<file path="config.mk">
export PLATFORM = sky130hd
export DESIGN_NAME = uart_tx_path
export DESIGN_NICKNAME = d
export VERILOG_FILES = /design/src/rtl/uart_tx_pkg.sv /design/src/rtl/uart_tx_queue.sv /design/src/rtl/uart_tx_shifter.sv /design/src/rtl/uart_tx_path.sv
export SDC_FILE = /design/constraint.sdc
export NUM_CORES = 1
export LEC_CHECK = 0
export ABC_AREA = 1
export BUFFER_PORTS_ARGS = -buffer_cell sky130_fd_sc_hd__buf_2
export CAP_MARGIN = 20
export CORE_ASPECT_RATIO = 0.8
export CORE_UTILIZATION = 55
export CTS_CLUSTER_DIAMETER = 60
export DETAILED_ROUTE_END_ITERATION = 10
export GPL_TIMING_DRIVEN = 0
export HOLD_SLACK_MARGIN = 0.02
export PLACE_DENSITY = 0.72
export RECOVER_POWER = 50
export SYNTH_ARGS = -nofsm -noshare
export SYNTH_HDL_FRONTEND = slang
export SYNTH_HIERARCHICAL = 1
export SYNTH_SLANG_ARGS = --single-unit
</file>
<file path="constraint.sdc">
create_clock -name clk -period 4.5 [get_ports clk]
set_clock_uncertainty 0.05 [all_clocks]
set_input_delay 0.45 -clock clk [delete_from_list [all_inputs] [get_ports clk]]
set_output_delay 0.45 -clock clk [all_outputs]
set_load 0.05 [all_outputs]
</file>
<file path="src/rtl/uart_tx_pkg.sv">
package uart_tx_pkg;

  typedef enum logic {
    SH_IDLE = 1'b0,
    SH_SEND = 1'b1
  } sh_state_e;

  function automatic int frame_bits(input int data_w);
    return data_w + 2;
  endfunction

endpackage

</file>
<file path="src/rtl/uart_tx_queue.sv">
module uart_tx_queue #(
  parameter int DATA_W = 8,
  parameter int DEPTH  = 16
) (
  input  logic                         clk,
  input  logic                         rst,
  input  logic                         push,
  input  logic                         pop,
  input  logic [DATA_W-1:0]            din,
  output logic [DATA_W-1:0]            dout,
  output logic [$clog2(DEPTH+1)-1:0]   count
);
  localparam int PTR_W = (DEPTH > 1) ? $clog2(DEPTH) : 1;
  localparam int CNT_W = $clog2(DEPTH+1);
  localparam logic [PTR_W-1:0] PTR_LAST = PTR_W'(DEPTH - 1);
  localparam logic [CNT_W-1:0] CNT_FULL = CNT_W'(DEPTH);

  logic [DATA_W-1:0] mem [DEPTH];
  logic [PTR_W-1:0]  wr_ptr_q, rd_ptr_q;
  logic [CNT_W-1:0]  cnt_q;
  logic              full;
  logic              drop;

  function automatic logic [PTR_W-1:0] inc_ptr(input logic [PTR_W-1:0] p);
    return (p == PTR_LAST) ? '0 : p + 1'b1;
  endfunction

  assign full  = (cnt_q == CNT_FULL);
  assign drop  = push && full && !pop;
  assign dout  = mem[rd_ptr_q];
  assign count = cnt_q;

  always_ff @(posedge clk) begin
    if (push) mem[wr_ptr_q] <= din;
  end

  always_ff @(posedge clk) begin
    if (rst) begin
      wr_ptr_q <= '0;
      rd_ptr_q <= '0;
      cnt_q    <= '0;
    end else begin
      if (push) wr_ptr_q <= inc_ptr(wr_ptr_q);
      if (pop || drop) rd_ptr_q <= inc_ptr(rd_ptr_q);
      if (push && !pop && !full) cnt_q <= cnt_q + 1'b1;
      else if (pop && !push)     cnt_q <= cnt_q - 1'b1;
    end
  end

  AST_NO_OVERFLOW: assert property (@(posedge clk) disable iff (rst)
    cnt_q <= CNT_FULL);
  AST_NO_UNDERFLOW: assert property (@(posedge clk) disable iff (rst)
    pop |-> cnt_q != '0);
  AST_FULL_STAYS_FULL: assert property (@(posedge clk) disable iff (rst)
    (push && full) |=> full);

endmodule

</file>
<file path="src/rtl/uart_tx_shifter.sv">
module uart_tx_shifter
  import uart_tx_pkg::*;
#(
  parameter int DATA_W = 8
) (
  input  logic              clk,
  input  logic              rst,
  input  logic              load,
  input  logic [DATA_W-1:0] load_data,
  input  logic              loopback,
  input  logic              baud_tick,
  output logic              busy,
  output logic              done,
  output logic              txd,
  output logic              lb_valid,
  output logic [DATA_W-1:0] lb_data
);
  localparam int FRAME_W = frame_bits(DATA_W);
  localparam int BCNT_W  = $clog2(FRAME_W);
  localparam logic [BCNT_W-1:0] LAST_BIT = BCNT_W'(FRAME_W - 1);

  sh_state_e         state_q;
  logic [DATA_W:0]   shreg_q;
  logic [DATA_W-1:0] byte_q;
  logic [BCNT_W-1:0] bit_q;

  assign busy = (state_q == SH_SEND);

  always_ff @(posedge clk) begin
    if (rst) begin
      state_q  <= SH_IDLE;
      shreg_q  <= '1;
      byte_q   <= '0;
      bit_q    <= '0;
      txd      <= 1'b1;
      done     <= 1'b0;
      lb_valid <= 1'b0;
      lb_data  <= '0;
    end else begin
      done     <= 1'b0;
      lb_valid <= 1'b0;
      if (load) begin
        state_q <= SH_SEND;
        shreg_q <= {1'b1, load_data};
        byte_q  <= load_data;
        bit_q   <= '0;
        txd     <= loopback;
      end else if (busy && baud_tick) begin
        if (bit_q == LAST_BIT) begin
          state_q <= SH_IDLE;
          done    <= 1'b1;
          txd     <= 1'b1;
          if (loopback) begin
            lb_valid <= 1'b1;
            lb_data  <= byte_q;
          end
        end else begin
          txd     <= loopback | shreg_q[0];
          shreg_q <= {1'b1, shreg_q[DATA_W:1]};
          bit_q   <= bit_q + 1'b1;
        end
      end
    end
  end

  AST_LOAD_WHEN_IDLE: assert property (@(posedge clk) disable iff (rst)
    load |-> !busy);
  AST_LB_AT_FRAME_END: assert property (@(posedge clk) disable iff (rst)
    lb_valid |-> done);
  AST_LINE_HIGH_WHEN_IDLE: assert property (@(posedge clk) disable iff (rst)
    (!busy && !load) |=> txd);

endmodule

</file>
<file path="src/rtl/uart_tx_path.sv">
module uart_tx_path #(
  parameter int DATA_W = 8,
  parameter int DEPTH  = 16
) (
  input  logic              clk,
  input  logic              rst,
  input  logic              wr_en,
  input  logic [DATA_W-1:0] wr_data,
  input  logic              queue_en,
  input  logic              loopback,
  input  logic              baud_tick,
  input  logic              thre_ack,
  output logic              txd,
  output logic              thre,
  output logic              temt,
  output logic              thre_irq,
  output logic              lb_valid,
  output logic [DATA_W-1:0] lb_data
);
  localparam int CNT_W = $clog2(DEPTH+1);

  logic              thre_q, temt_q, pend_q, irq_q;
  logic [DATA_W-1:0] hold_q;
  logic              sh_busy, sh_done, load;
  logic [DATA_W-1:0] q_dout, load_byte;
  logic [CNT_W-1:0]  q_count;
  logic              thre_nxt, thre_rise;

  assign load      = !sh_busy && !thre_q;
  assign load_byte = queue_en ? q_dout : hold_q;

  uart_tx_queue #(.DATA_W(DATA_W), .DEPTH(DEPTH)) u_queue (
    .clk   (clk),
    .rst   (rst),
    .push  (wr_en && queue_en),
    .pop   (load && queue_en),
    .din   (wr_data),
    .dout  (q_dout),
    .count (q_count)
  );

  uart_tx_shifter #(.DATA_W(DATA_W)) u_shift (
    .clk       (clk),
    .rst       (rst),
    .load      (load),
    .load_data (load_byte),
    .loopback  (loopback),
    .baud_tick (baud_tick),
    .busy      (sh_busy),
    .done      (sh_done),
    .txd       (txd),
    .lb_valid  (lb_valid),
    .lb_data   (lb_data)
  );

  always_comb begin
    thre_nxt = thre_q;
    if (wr_en)     thre_nxt = 1'b0;
    else if (load) thre_nxt = queue_en ? (q_count == CNT_W'(1)) : 1'b1;
  end

  assign thre_rise = thre_nxt && !thre_q;

  always_ff @(posedge clk) begin
    if (rst) begin
      thre_q <= 1'b1;
      temt_q <= 1'b1;
      pend_q <= 1'b0;
      irq_q  <= 1'b0;
      hold_q <= '0;
    end else begin
      thre_q <= thre_nxt;
      if (wr_en)                  temt_q <= 1'b0;
      else if (sh_done && thre_q) temt_q <= 1'b1;
      if (wr_en && !queue_en) hold_q <= wr_data;
      irq_q <= thre_rise && (!pend_q || thre_ack);
      if (thre_rise)     pend_q <= 1'b1;
      else if (thre_ack) pend_q <= 1'b0;
    end
  end

  assign thre     = thre_q;
  assign temt     = temt_q;
  assign thre_irq = irq_q;

  AST_WRITE_CLEARS_FLAGS: assert property (@(posedge clk) disable iff (rst)
    wr_en |=> (!thre && !temt));
  AST_TEMT_NEEDS_THRE: assert property (@(posedge clk) disable iff (rst)
    temt |-> thre);
  AST_TEMT_SHIFTER_IDLE: assert property (@(posedge clk) disable iff (rst)
    temt |-> !sh_busy);
  AST_IRQ_ON_RISE: assert property (@(posedge clk) disable iff (rst)
    thre_irq |-> (thre && !$past(thre)));
  AST_THRE_TRACKS_QUEUE: assert property (@(posedge clk) disable iff (rst)
    (queue_en && $past(queue_en) && !$past(wr_en)) |-> (thre == (q_count == '0)));

endmodule

</file>
==> impl_metrics.py <==
metrics = {
    "status": {
        "outcome": "finished with violations",
        "violations": "design-rule violations",
    },
    "synthesis": {
        "synth_ff_type": "edfxtp_1",
        "synth_area_sq_um": 8220,
        "async_flop_share_pct": 0,
        "synthAdderAreaFrac_pct": 1.77,
        "synth.mux.area_fraction_pct": 0,
        "synth_xor_area_share_pct": 0.426,
        "ys_seq_area_share_pct": 61.6,
        "synth_simple_gate_area_share_pct": 18.8,
        "synth_top_family_by_area": "simple AND/OR/NAND/NOR gates",
        "synth.distinct_cells": 36,
        "synth_compound_area_share_pct": 8.69,
        "ys_ff_latch": 189,
        "yosys_warnings": 6,
        "synth_edf_count": 128,
        "synth.net_count": 854,
        "synth_cells": 828,
        "avgSynthCellArea_sq_um": 9.93,
    },
    "drt": {
        "vias": 5944,
        "ant_nets": 0,
        "wl_per_cell_microns": 17.9,
        "drc": 2,
        "drt-pass1-iter-count": 8,
        "vias_per_cell": 5.55,
        "drtIter0Drc": 553,
        "routed_wl_microns": 19100,
    },
    "floorplanning": {
        "die_w_microns": 139,
        "die_area_sq_um": 15400,
        "ioPinCount": 28,
        "core_sq_um": 14400,
        "die_y_microns": 111,
        "initial_core_util_pct": 56.9,
        "num_rows": 39,
    },
    "worst_setup_path": {
        "rrSetupSlack_ns": 2.21,
        "crit_path_max_fanout": 10,
        "crit_path_end_kind": "flip-flop",
        "arrival_ns": 2.68,
        "start_kind": "input port",
        "cp_data_required_time_ns": 4.79,
        "worstSetupPathType": "in -> reg",
    },
    "power_and_ir_drop": {
        "leakage_nw": 3.62,
        "power_density_nw_per_um2": 408,
        "ir_worst_vdd_uv": 270,
        "power_mw": 3.71,
    },
    "cts": {
        "clk_latency_ns": 0.44,
        "cts_max_level": 4,
        "clockBufferDepth": 2,
        "path_clk_slew_ns": 0.07,
        "cts_setup_buffers": 0,
        "tritoncts": "yes",
        "cts_made_buffers": 17,
        "cts_root_buf": "clkbuf_16",
        "cts_resized": 0,
        "clkSinkCount": 189,
        "holdBufCountCts": 0,
    },
    "finish": {
        "fill_cells": 1125,
        "nNetsFinal": 900,
        "area_delta_synth_final_pct": 10.7,
        "fin_cells": 1071,
        "num_antenna_cells": 0,
        "drive_gt1_share_pct": 9.36,
    },
    "flow_run": {
        "cap_violations": 0,
    },
    "global_routing": {
        "grt_max_degree": 18,
        "grt_overflow_total": 0,
        "antenna_found_initial": 0,
        "grt_first_pass_wirelength_microns": 30700,
        "grt_pass1_vias": 5795,
        "track_usage_pct": 26.7,
    },
    "sta": {
        "drv_slew": 0,
        "finalSetupViolCount": 0,
        "period_share_pct": 53.2,
        "final_hold_viol_count": 0,
        "period_needed_ns": 2.39,
        "tightest_slew_ns": 1.03,
        "finalSetupTns_ns": 0,
        "rsz0062_at_grt": "false",
        "relSlewSlack_pct": 31.1,
        "fmax_mhz": 418,
    },
    "place": {
        "dp_hpwl_microns": 13000,
        "numPortBuffers": 27,
        "place_congestion": 0.877,
        "dp_cells": 1039,
    },
    "worst_hold_path": {
        "hold_path.class": "in -> reg",
    },
}
==> registers in the layout, summed over array words and instances (netlist names), named ones only <==
register	cells
u_shift/done	1
u_shift/bit_q	4
thre_irq	1
u_shift/txd	1
thre	1
pend_q	1
u_queue/wr_ptr_q	4
u_queue/mem	128
u_shift/lb_data	8
u_queue/count	5
u_shift/shreg_q	8
u_shift/lb_valid	1
u_shift/busy	1
hold_q	8
u_shift/byte_q	8
temt	1
u_queue/rd_ptr_q	4
==> kinds of logic after synthesis <==
family / Yosys count
AO/OA/AOI/OAI: 110
AND/OR/NAND/NOR: 365
flip-flops: 189
adder cells (fa/ha/maj): 11
XOR/XNOR: 4
buffers and inverters: 149
==> cells in the mapped netlist (2+ instances only) <==
| cell type | instances | area share [%] |
|---|---|---|
| inv_1 | 109 | 5.0 |
| buf_4 | 5 | 0.46 |
| o21ai_0 | 17 | 1.0 |
| nand2_1 | 194 | 8.9 |
| nand2_2 | 4 | 0.30 |
| inv_2 | 5 | 0.23 |
| buf_6 | 15 | 2.1 |
| a21oi_1 | 29 | 1.8 |
| nor3_1 | 3 | 0.18 |
| o211ai_1 | 55 | 5.0 |
| xor2_1 | 3 | 0.32 |
| ha_1 | 10 | 1.5 |
| nor2_1 | 74 | 3.4 |
| clkbuf_1 | 3 | 0.14 |
| dfxtp_1 | 61 | 15 |
| edfxtp_1 | 128 | 47 |
| a21oi_2 | 2 | 0.21 |
| buf_2 | 9 | 0.55 |
| o21ai_1 | 4 | 0.24 |
| nand4_1 | 4 | 0.30 |
| nor2_4 | 2 | 0.27 |
| nand3_1 | 78 | 4.7 |
==> worst max-delay path: stages <==
cell and delay, ns:
clkbuf_1 0.22, clkbuf_1 0.36, nand2_1 0.10, inv_1 0.09, buf_6 0.13, inv_2 0.06, nor2_2 0.19, nand2_1 0.16
ha_1 0.37, a21oi_1 0.20, nand2_1 0.08, nand2_1 0.08, nand2_1 0.05, nor2_1 0.10, nor2_1 0.05
==> power by group <==
group          total [mW]  internal [mW]  switching [mW]
Clock                1.49          0.827           0.662
Sequential           1.91           1.89          0.0226
Combinational       0.311          0.102           0.209
==> through the flow <==
step | util (%) | instance area [sq um] | setup slack, ns | hold WS (ns)
finish | 63.0 | 9100 | 2.11 | 0.239
global route | 63.0 | 9100 | 1.91 | 0.239
CTS | 63.5 | 9170 | 2.22 | 0.239
detailed placement | 59.4 | 8590 | 1.88 | 0.404
global placement | 59.4 | 8590 | 1.97 | 0.393
floorplan | - | 8220 | 2.39 | 0.381
==> path summary, 6_finish.rpt <==
check,start,to,cells past startpoint
setup / recovery,queue_en,u_queue/count[3],15
hold / removal,thre_ack,pend_q,4
setup reg to reg,u_shift/busy,u_queue/count[4],11
hold reg to reg,u_shift/byte_q[4],u_shift/byte_q[4],2
==> cell type report <==
cell class	count	area, sq um	area share [%]
buffer	33	264	2.90
clock buffer	17	425	4.67
clock inverter	15	163	1.79
inverter	116	438	4.81
multi-input combinational	490	2400	26.4
sequential	189	5060	55.6
tap	184	230	2.53
timing repair buffer	27	115	1.26
==> per-layer routing <==
layer  share of wire [%]  track usage [%]  up-vias
met5                   0                0        -
met4                 2.2             9.85        0
met3                 8.9             6.49       37
met2                  45             41.6      246
met1                  44             36.6     2804
li1                    -                -     2857
==> placed cells by master, fill, tap and decap left out, types with 4 or more instances in the layout <==
master     netlist  final
nand3_1         78     79
ha_1            10     10
inv_2            5      4
a21oi_1         29     29
edfxtp_1       128    128
dfxtp_1         61     61
nand2_1        194    195
clkbuf_1         3     22
clkbuf_16        0     17
nand4_1          4      5
o21ai_1          4      4
buf_4            5      4
o21ai_0         17     18
o211ai_1        55     55
inv_1          109    110
buf_6           15     14
nor3_1           3      4
nor2_1          74     75
buf_2            9     19
(Power assumes the default switching activity.)
